--- src/rtl/afe_pkg.sv ---
package afe_pkg;
  typedef enum logic [1:0] {
    ST_IDLE = 2'd0,
    ST_HDR  = 2'd1,
    ST_PAY  = 2'd2,
    ST_CRC  = 2'd3
  } afe_state_e;

  localparam logic [31:0] CRC_POLY_REFL = 32'hEDB88320;
  localparam logic [31:0] CRC_SEED      = 32'hFFFFFFFF;

  function automatic logic [31:0] crc_byte_step(input logic [31:0] crc_in,
                                                input logic [7:0]  data);
    logic [31:0] c;
    c = crc_in ^ {24'd0, data};
    for (int b = 0; b < 8; b++) begin
      c = c[0] ? ((c >> 1) ^ CRC_POLY_REFL) : (c >> 1);
    end
    return c;
  endfunction
endpackage

--- src/rtl/afe_seq_ctr.sv ---
module afe_seq_ctr #(
  parameter int SEQ_W = 10
) (
  input  logic             clk,
  input  logic             rst_n,
  input  logic             adv_i,
  output logic [SEQ_W-1:0] seq_o
);
  logic [SEQ_W-1:0] seq_q, seq_d;

  always_comb begin
    seq_d = seq_q;
    if (adv_i) seq_d = seq_q + SEQ_W'(1);
  end

  always_ff @(posedge clk or negedge rst_n) begin
    if (!rst_n) seq_q <= '0;
    else        seq_q <= seq_d;
  end

  assign seq_o = seq_q;


  seq_step_chk: assert property (@(posedge clk) disable iff (!rst_n)
    adv_i |=> (seq_q == $past(seq_q) + SEQ_W'(1)));
endmodule

--- src/rtl/afe_crc_acc.sv ---
module afe_crc_acc (
  input  logic        clk,
  input  logic        rst_n,
  input  logic        init_i,
  input  logic        en_i,
  input  logic [7:0]  byte_i,
  output logic [31:0] crc_o
);
  import afe_pkg::*;
  logic [31:0] crc_q, crc_d;

  always_comb begin
    crc_d = crc_q;
    if (init_i)    crc_d = CRC_SEED;
    else if (en_i) crc_d = crc_byte_step(crc_q, byte_i);
  end

  always_ff @(posedge clk or negedge rst_n) begin
    if (!rst_n) crc_q <= CRC_SEED;
    else        crc_q <= crc_d;
  end

  assign crc_o = crc_q;
endmodule

--- src/rtl/afe_fsm.sv ---
module afe_fsm #(
  parameter int SEQ_W     = 10,
  parameter int TS_W      = 16,
  parameter int LEN_W     = 16,
  parameter int MAX_LEN   = 512,
  parameter int HDR_BYTES = 7,
  parameter int CRC_BYTES = 4
) (
  input  logic             clk,
  input  logic             rst_n,
  input  logic             start_i,
  input  logic [TS_W-1:0]  tick_i,
  input  logic [3:0]       frame_type_i,
  input  logic [1:0]       prio_i,
  input  logic [3:0]       chan_i,
  input  logic [3:0]       codec_i,
  input  logic [LEN_W-1:0] len_i,
  input  logic [SEQ_W-1:0] seq_i,
  input  logic [31:0]      crc_i,
  input  logic [7:0]       in_data_i,
  input  logic             in_valid_i,
  output logic             in_ready_o,
  output logic [7:0]       out_data_o,
  output logic             out_valid_o,
  input  logic             out_ready_i,
  output logic             out_last_o,
  output logic             busy_o,
  output logic             err_o,
  output logic             accept_o,
  output logic             crc_en_o
);
  import afe_pkg::*;

  localparam int CNT_W = LEN_W;
  localparam logic [CNT_W-1:0] HDR_LAST = CNT_W'(HDR_BYTES - 1);
  localparam logic [CNT_W-1:0] CRC_LAST = CNT_W'(CRC_BYTES - 1);
  localparam logic [LEN_W-1:0] LEN_MAX  = LEN_W'(MAX_LEN);

  afe_state_e       state_q, state_d;
  logic [CNT_W-1:0] idx_q, idx_d;
  logic [3:0]       type_q;
  logic [1:0]       prio_q;
  logic [SEQ_W-1:0] seq_q;
  logic [TS_W-1:0]  ts_q;
  logic [3:0]       chan_q, codec_q;
  logic [LEN_W-1:0] len_q;
  logic             err_q, err_d;
  logic             accept, reject, xfer;
  logic [1:0]       prio_eff;
  logic [7:0]       hdr_byte, crc_byte;
  logic [31:0]      crc_out;

  assign accept   = (state_q == ST_IDLE) && start_i && (len_i <= LEN_MAX);
  assign reject   = (state_q == ST_IDLE) && start_i && (len_i >  LEN_MAX);
  assign xfer     = out_valid_o && out_ready_i;
  assign prio_eff = (frame_type_i == 4'd0) ? 2'd3 : prio_i;
  assign crc_out  = ~crc_i;

  always_comb begin
    case (idx_q[2:0])
      3'd0:    hdr_byte = {seq_q[SEQ_W-1 -: 2], prio_q, type_q};
      3'd1:    hdr_byte = seq_q[7:0];
      3'd2:    hdr_byte = ts_q[7:0];
      3'd3:    hdr_byte = ts_q[15:8];
      3'd4:    hdr_byte = {codec_q, chan_q};
      3'd5:    hdr_byte = len_q[7:0];
      default: hdr_byte = len_q[15:8];
    endcase
  end

  always_comb begin
    case (idx_q[1:0])
      2'd0:    crc_byte = crc_out[7:0];
      2'd1:    crc_byte = crc_out[15:8];
      2'd2:    crc_byte = crc_out[23:16];
      default: crc_byte = crc_out[31:24];
    endcase
  end

  always_comb begin
    out_valid_o = 1'b0;
    out_data_o  = 8'd0;
    in_ready_o  = 1'b0;
    out_last_o  = 1'b0;
    case (state_q)
      ST_HDR: begin
        out_valid_o = 1'b1;
        out_data_o  = hdr_byte;
      end
      ST_PAY: begin
        out_valid_o = in_valid_i;
        out_data_o  = in_data_i;
        in_ready_o  = out_ready_i;
      end
      ST_CRC: begin
        out_valid_o = 1'b1;
        out_data_o  = crc_byte;
        out_last_o  = (idx_q == CRC_LAST);
      end
      default: ;
    endcase
  end

  always_comb begin
    state_d = state_q;
    idx_d   = idx_q;
    err_d   = reject;
    case (state_q)
      ST_IDLE: if (accept) begin
        state_d = ST_HDR;
        idx_d   = '0;
      end
      ST_HDR: if (xfer) begin
        if (idx_q == HDR_LAST) begin
          idx_d   = '0;
          state_d = (len_q == '0) ? ST_CRC : ST_PAY;
        end else begin
          idx_d = idx_q + CNT_W'(1);
        end
      end
      ST_PAY: if (xfer) begin
        if (idx_q == len_q - LEN_W'(1)) begin
          idx_d   = '0;
          state_d = ST_CRC;
        end else begin
          idx_d = idx_q + CNT_W'(1);
        end
      end
      default: if (xfer) begin
        if (idx_q == CRC_LAST) state_d = ST_IDLE;
        else                   idx_d   = idx_q + CNT_W'(1);
      end
    endcase
  end

  always_ff @(posedge clk or negedge rst_n) begin
    if (!rst_n) begin
      state_q <= ST_IDLE;
      idx_q   <= '0;
      err_q   <= 1'b0;
    end else begin
      state_q <= state_d;
      idx_q   <= idx_d;
      err_q   <= err_d;
    end
  end

  always_ff @(posedge clk or negedge rst_n) begin
    if (!rst_n) begin
      type_q  <= '0;
      prio_q  <= '0;
      seq_q   <= '0;
      ts_q    <= '0;
      chan_q  <= '0;
      codec_q <= '0;
      len_q   <= '0;
    end else if (accept) begin
      type_q  <= frame_type_i;
      prio_q  <= prio_eff;
      seq_q   <= seq_i;
      ts_q    <= tick_i;
      chan_q  <= chan_i;
      codec_q <= codec_i;
      len_q   <= len_i;
    end
  end

  assign busy_o   = (state_q != ST_IDLE);
  assign err_o    = err_q;
  assign accept_o = accept;
  assign crc_en_o = xfer && ((state_q == ST_HDR) || (state_q == ST_PAY));


  err_pulse_chk: assert property (@(posedge clk) disable iff (!rst_n)
    err_q |=> !err_q);

  err_idle_chk: assert property (@(posedge clk) disable iff (!rst_n)
    err_q |-> (state_q == ST_IDLE));

  in_ready_phase_chk: assert property (@(posedge clk) disable iff (!rst_n)
    in_ready_o |-> (state_q == ST_PAY));

  last_valid_chk: assert property (@(posedge clk) disable iff (!rst_n)
    out_last_o |-> (out_valid_o && state_q == ST_CRC));

  hold_data_chk: assert property (@(posedge clk) disable iff (!rst_n)
    (out_valid_o && !out_ready_i && state_q != ST_PAY) |=>
      (out_valid_o && $stable(out_data_o)));
endmodule

--- src/rtl/audio_frame_enc.sv ---
module audio_frame_enc #(
  parameter int SEQ_W     = 10,
  parameter int TS_W      = 16,
  parameter int LEN_W     = 16,
  parameter int MAX_LEN   = 512,
  parameter int HDR_BYTES = 7,
  parameter int CRC_BYTES = 4
) (
  input  logic             clk,
  input  logic             rst_n,
  input  logic             start_i,
  input  logic [TS_W-1:0]  tick_i,
  input  logic [3:0]       frame_type_i,
  input  logic [1:0]       prio_i,
  input  logic [3:0]       chan_i,
  input  logic [3:0]       codec_i,
  input  logic [LEN_W-1:0] len_i,
  input  logic [7:0]       in_data_i,
  input  logic             in_valid_i,
  output logic             in_ready_o,
  output logic [7:0]       out_data_o,
  output logic             out_valid_o,
  input  logic             out_ready_i,
  output logic             out_last_o,
  output logic             busy_o,
  output logic             err_o
);
  logic [SEQ_W-1:0] seq;
  logic [31:0]      crc;
  logic             accept, crc_en;

  afe_seq_ctr #(.SEQ_W(SEQ_W)) u_seq (
    .clk(clk), .rst_n(rst_n), .adv_i(accept), .seq_o(seq)
  );

  afe_crc_acc u_crc (
    .clk(clk), .rst_n(rst_n), .init_i(accept), .en_i(crc_en),
    .byte_i(out_data_o), .crc_o(crc)
  );

  afe_fsm #(
    .SEQ_W(SEQ_W), .TS_W(TS_W), .LEN_W(LEN_W), .MAX_LEN(MAX_LEN),
    .HDR_BYTES(HDR_BYTES), .CRC_BYTES(CRC_BYTES)
  ) u_fsm (
    .clk(clk), .rst_n(rst_n), .start_i(start_i), .tick_i(tick_i),
    .frame_type_i(frame_type_i), .prio_i(prio_i), .chan_i(chan_i),
    .codec_i(codec_i), .len_i(len_i), .seq_i(seq), .crc_i(crc),
    .in_data_i(in_data_i), .in_valid_i(in_valid_i), .in_ready_o(in_ready_o),
    .out_data_o(out_data_o), .out_valid_o(out_valid_o),
    .out_ready_i(out_ready_i), .out_last_o(out_last_o), .busy_o(busy_o),
    .err_o(err_o), .accept_o(accept), .crc_en_o(crc_en)
  );
endmodule

--- config.mk ---
export PLATFORM = sky130hd
export DESIGN_NAME = audio_frame_enc
export DESIGN_NICKNAME = d
export VERILOG_FILES = /design/src/rtl/afe_pkg.sv /design/src/rtl/afe_seq_ctr.sv /design/src/rtl/afe_crc_acc.sv /design/src/rtl/afe_fsm.sv /design/src/rtl/audio_frame_enc.sv
export SDC_FILE = /design/constraint.sdc
export NUM_CORES = 1
export LEC_CHECK = 0
export ABC_AREA = 0
export CAP_MARGIN = 25
export CORE_MARGIN = 2
export CORE_UTILIZATION = 40
export CTS_CLUSTER_SIZE = 25
export DETAILED_ROUTE_END_ITERATION = 8
export SLEW_MARGIN = 40
export SYNTH_ARGS = -nofsm -noshare
export SYNTH_HDL_FRONTEND = slang
export SYNTH_SLANG_ARGS = --single-unit
--- constraint.sdc ---
create_clock -name clk -period 3.6 [get_ports clk]
set_input_delay 0.72 -clock clk [delete_from_list [all_inputs] [get_ports clk]]
set_output_delay 0.72 -clock clk [all_outputs]
set_load 0.02 [all_outputs]
# Word-level counts from Yosys, hierarchy flattened
# Index checks and enable logic that the tools add are counted.
# op_classes
add_sub_neg	3
magnitude_cmp	2
n_eq_ne	19
muxes	34
bitwise_logic	10
n_reduce_logical	18
# op_table
cell	n
$mux 32	10
$mux 16	7
$not 13->14	8
$pmux 16 s3	1
$pmux 8 s3	2
$pmux 8 s6	1
$not 32->32	1
$xor 32x8->32	1
$add 16x1->16 const B	1
$eq 16x16->1	1
$eq 16x2->1 const B	1
$eq 16x3->1 const B	1
$gt 16x10->1 const B	1
$le 16x10->1 const B	1
$logic_not 16->1	1
$mux 2	8
$sub 16x1->16 const B	1
$add 10x1->10 const B	1
$ne 2x1->1 const B	4
$reduce_and 7->1	1
$eq 2x2->1 const B	3
$eq 3x2->1 const B	2
$eq 3x3->1 const B	2
$pmux 2 s3	1
15 further kinds	25
# totals
reg_bits	117
in_bits	59
out_inout_bits	13
word_cells	98

# Longest topological paths before layout
# logic_depth
depth_word	22
ltp_mapped	15
mapped_depth_nobuf	11

# Cells and area by module
# Synthesis repeated with hierarchy kept, for this count alone.
# hier_totals
hier_cells	681
hier_area_um2	7048.0
# by_module_without_submodules
module	n_inst	cells_each	area_per_inst_um2	seq_area_each_um2
afe_fsm	1	454	4535.6	1876.8
afe_crc_acc	1	192	2078.2	840.8
afe_seq_ctr	1	35	434.2	250.2

# Worst setup path after synthesis
# Ideal clock, no wire load.
# synth_timing
path_kind	flip-flop to flip-flop
startpoint	register u_fsm.idx_q[2]
endpoint	register u_crc.crc_q[19], in the netlist u_crc.crc_o[19]
setup_ns	0.073
arrival_time_ns	3.266
t_required_ns	3.527
slack_ns	0.261
path_stages_with_launch	16
n_path_buf	4
period_less_slack_ns	3.339
path_cell_list	dfrtp_1 > buf_6 > buf_6 > buf_2 > inv_1 > ha_1 > clkbuf_1 > nand2_1 > nand3_1 > o2111ai_1 > a31oi_2 > xor2_2 > xnor3_2 > xor2_1 > xnor2_1 > a21oi_1
# synth_between
elab_cells_between_ends	26
classes_between	eq/ne (5); mux (12); bitwise (8); reduce/logical (1)
# synth_rtl
item	line	text
start, declared	afe_fsm.sv:40	logic [CNT_W-1:0] idx_q, idx_d;
start signal, assigned	afe_fsm.sv:143	idx_q <= idx_d;
$eq 3x3->1, or another cell as far along	afe_fsm.sv:60	case (idx_q[2:0])
$pmux 8 s6 (*)	afe_fsm.sv:60	
$pmux 8 s3 (*)	afe_fsm.sv:85	case (state_q)
net out_data_o[7]	audio_frame_enc.sv:21	output logic [7:0] out_data_o,
$xor 32x8->32 (*)	afe_pkg.sv:15	c = crc_in ^ {24'd0, data};
$mux 32 (*)	afe_pkg.sv:17	c = c[0] ? ((c >> 1) ^ CRC_POLY_REFL) : (c >> 1);
$not 13->14 (no source line)	-	
$mux 32 (*) (7 in series)	afe_pkg.sv:17	
$mux 32 (*)	afe_crc_acc.sv:15	else if (en_i) crc_d = crc_byte_step(crc_q, byte_i);
$mux 32 (*)	afe_crc_acc.sv:14	if (init_i) crc_d = CRC_SEED;
end signal, assigned	afe_crc_acc.sv:20	else crc_q <= crc_d;
end, declared	afe_crc_acc.sv:10	logic [31:0] crc_q, crc_d;
# Mark *: on every way through the listed nets, which the timed path passes. The rest lies on a longest branch. The select of a mux whose other input is x is not followed.
# A chain may end at the register's enable or synchronous reset.

# Worst setup path after layout
# layout_timing
startpoint	register u_fsm.idx_q[1]
endpoint	output out_data_o[6]
# layout_between
elab_chain_len	3
elab_cells_between_ends	12
classes_between	eq/ne (7); mux (3); reduce/logical (2)
# layout_lines
item	line
$eq 3x3->1, or another cell as far along	afe_fsm.sv:60
$pmux 8 s6 / $pmux 8 s3 (equally long branches)	afe_fsm.sv:60, afe_fsm.sv:72
$pmux 8 s3 (*)	afe_fsm.sv:85
end, declared	audio_frame_enc.sv:21
# Every way passes the cells marked *; elsewhere a longest branch is shown, timed or not.

==> summary.md <==
| Metric | Value |
|---|---|
| Maximum VDD drop | `0.6984 mV` |
| Int Pwr | `5.547 mW` |
| Sequential cell area | `2969 um^2` |
| Drt via density | `5.697` |
| Fillers | `1588` |
| Detail Route Antenna Nets | `0` |
| Detailed Routing Iterations Pass 1 | `6` |
| Syn Area/Cell | `10.22 um^2` |
| Top Ports | `72` |
| Total track usage | `22.48%` |
| Critical setup path kind | `flop to primary output` |
| DR vias | `5936` |
| Metal3 WL | `895 um` |
| Gpl congestion | `0.8876` |
| Most used DFF post-synth | `dfrtp_1` |
| P&R area growth vs syn | `25.05%` |
| Synth top area share | `29.61%` |
| Vias in the first global route | `6084` |
| Worst-Skew Late Latency | `0.42 ns` |
| EDFF count, synth | `0` |
| CTS tree | `built` |
| Switch share | `43.61%` |
| Minimum clock period | `3.484 ns` |
| Fin. Hold Viols | `0` |
| Status | `finished clean` |
| Met1 Wirelength | `9359 um` |
| Net switching power | `4.290 mW` |
| Initial antenna violation count | `0` |
| Comb pwr share | `63.7%` |
| Seq pwr share | `20.4%` |
| HP Class | `input port to asynchronous set/reset pin` |
| Die ar. | `19050 um^2` |
| Max frequency | `287.0 MHz` |
| Final hold slack | `0.2559 ns` |
| Grt ovf | `0` |
| Mapped Area | `7183 um^2` |
| First-pass GRT wire length | `33780 um` |
| Final Setup Violations | `0` |
| CTS Buf Count | `17` |
| Maxcap violations | `0` |
| Crit path capture type | `primary output` |
| Share of layout cells above drive strength 1 | `23.99%` |
| Count of buffers from port buffering | `71` |
| Starting Density | `40.40%` |
| DR WL met2 | `10010 um` |
| Cells after synthesis | `703` |
| Required @ worst endpoint | `2.88 ns` |
| H-tree depth | `4` |
| Sinks on the clock net | `117` |
| Flops & latches, synth | `117` |
| Worst-Margin Slew | `0.5718 ns` |
| Syn_nets | `774` |
| Post-synth ARST share | `100.0%` |
| Distinct cells, synth | `87` |
| Seq/Total Area, Yosys | `41.32%` |
| Multi-input gate area | `3961 um^2` |
| Unrepaired setup endpoints after global routing | `false` |
| Die W | `138.0 um` |
| Hold_buf cts | `0` |
| Die height | `138.0 um` |
| Fin. max-slew vios | `0` |
| Final TNS setup | `0 ns` |
| Slew HR | `61.48%` |
| Core area | `17780 um^2` |
| Clock power frac | `15.9%` |
| CP max FO | `8` |
| Iter 0 DRT Violations | `559` |
| Leakage | `3.870 nW` |
| Final nets | `872` |
| Clock tree root driver cell | `clkbuf_16` |
| Clock Skews | `0.01405 ns` |
| Row count | `49` |
| Ranking of synthesized cells by area | `dfrtp_1 30%, dfstp_2 12%, mux2_2 7.7%, xnor2_1 7.0%, xor2_1 3.2%` |
| Remaining DRCs | `0` |
| Tcrit/Tclk final | `96.77%` |
| Highest routed layer | `met4` |
| CP Data Arrival Time | `2.76 ns` |
| Syn. warnings | `0` |
| Worst Setup Start Kind | `flop` |
| Clk slew on worst S/H paths | `0.06 ns` |
| Pwr/cell area | `1095 nW/um^2` |
| Largest area contributor in the netlist | `dfrtp_1` |
| Hpwl dp | `15580 um` |
| Total Wirelength | `21000 um` |
| Antenna diodes | `0` |
| Largest net degree at the start of global routing | `85` |
| Deepest clock path buffer count | `2` |
| Wire per inst | `20.16 um` |
-- registers in the layout (all words and copies together), names as in the netlist --
signal and flops:
u_crc.crc_o 32, u_fsm.err_o 1, u_fsm.prio_q 2, u_fsm.idx_q 16, u_fsm.ts_q 16, u_fsm.seq_q 10, u_fsm.chan_q 4, u_seq.seq_o 10
u_fsm.type_q 4, u_fsm.state_q 2, u_fsm.len_q 16, u_fsm.codec_q 4
-- placed cells by master, fill, tap and decap left out, types with 7 or more instances in the layout --
master,count
a21oi_1,37
o21ai_0,35
dfrtp_1,84
nand2b_1,9
dfstp_2,32
nor2_1,40
buf_12,7
ha_1,9
xor2_1,26
buf_4,42
mux2_2,49
nand2_1,49
and2_1,12
a22o_1,15
xnor2_2,7
clkdlybuf4s50_1,63
nand3_1,14
nor3_1,24
and3_1,8
clkbuf_16,17
nor2b_1,18
xnor2_1,57
inv_1,16
nand4_1,9
-- kinds of logic (layout without fill, tap and decap cells) --
logic type | Yosys count | count (layout) | share of synthesized area (%)
DFF | 117 | 117 | 41.32
adders and majority gates | 12 | 12 | 2.090
xor gates and xnor gates | 94 | 94 | 12.87
AOI/OAI and AO/OA | 159 | 159 | 16.34
muxes | 53 | 53 | 8.343
buffers and inverters | 57 | 167 | 3.658
and+or+nand+nor | 211 | 211 | 15.38
-- worst max-delay path, cell delays in order, from the launching register on --
cell	delay [ns]
dfrtp_1	0.39
buf_4	0.16
ha_1	0.21
ha_2	0.25
a222oi_1	0.41
a31o_2	0.26
nand2_1	0.10
clkdlybuf4s50_1	0.55
-- synth_stat cells (5+ instances only) --
cell type / instances
a21oi_1: 37
a22o_1: 15
a22oi_1: 6
a31oi_1: 6
and2_1: 12
and3_1: 9
buf_2: 9
buf_6: 5
clkbuf_1: 22
dfrtp_1: 85
dfstp_2: 32
ha_1: 12
inv_1: 16
mux2_2: 49
nand2_1: 49
nand2b_1: 9
nand3_1: 14
nand4_1: 9
nor2_1: 40
nor2b_1: 18
nor3_1: 24
nor4_1: 6
o21ai_0: 35
xnor2_1: 57
xnor2_2: 7
xor2_1: 26
-- power groups by stage --
stage                     Clock (mW)  Sequential, mW  Combinational, mW
after floorplan                    0            1.91               4.42
after global routing            1.65            2.04               6.69
after detailed placement           0            2.02               6.16
after CTS                       1.58            2.01               6.20
final                           1.56            2.01               6.27
after global placement             0            2.02               6.05
-- path summary, 6_finish.rpt --
path,endpoint,slack (ns),start,depth (start not counted)
min in group clk,u_seq.seq_o[9]$_DFFE_PN0P_,0.47,u_seq.seq_o[9]$_DFFE_PN0P_,1
min reg2reg,u_seq.seq_o[9]$_DFFE_PN0P_,0.47,u_seq.seq_o[9]$_DFFE_PN0P_,1
max reg2reg,u_crc.crc_o[19]$_DFFE_PN1P_,0.22,u_fsm.idx_q[0]$_DFFE_PN0P_,14
max in group asynchronous,u_crc.crc_o[12]$_DFFE_PN1P_,2.49,rst_n,2
max,out_data_o[6],0.12,u_fsm.idx_q[1]$_DFFE_PN0P_,7
min,u_fsm.idx_q[4]$_DFFE_PN0P_,0.26,rst_n,1
-- metal layers --
metal / vias to the layer above / global-route usage [%]
met5: - / 0
met1: 2957 / 30.08
met4: 0 / 9.882
met2: 194 / 35.88
met3: 48 / 4.122
li1: 2737 / -
-- cell type report --
cell class | instances | share of cell area [%]
clock buffer | 18 | 4.889
clock inverter | 13 | 1.114
inverter | 17 | 0.7104
multi-input combinational | 529 | 44.10
sequential | 117 | 33.05
tap | 229 | 3.190
timing repair buffer | 119 | 12.94
-- metrics by stage --
step	setup WS (ns)	area (um^2)	power (mW)	utilization (%)	std cells
3_5_place_dp	-0.01893	8406	8.184	47.28	1008
3_3_place_gp	0.03990	8406	8.075	47.28	1008
2_1_floorplan	0.2611	7183	6.327	-	703
4_1_cts	0.03108	8950	9.792	50.34	1039
6_report	0.1162	8982	9.837	50.52	1042
5_1_grt	0.001147	8982	10.38	50.52	1042
-- timing repair --
item / in CTS / in global routing
pin swaps: 0 / 5
resized for setup: 7 / 4
setup buffers: 0 / 3
endpoints found under the setup margin: 8 / 6
Power figures use the tool's default switching activity.
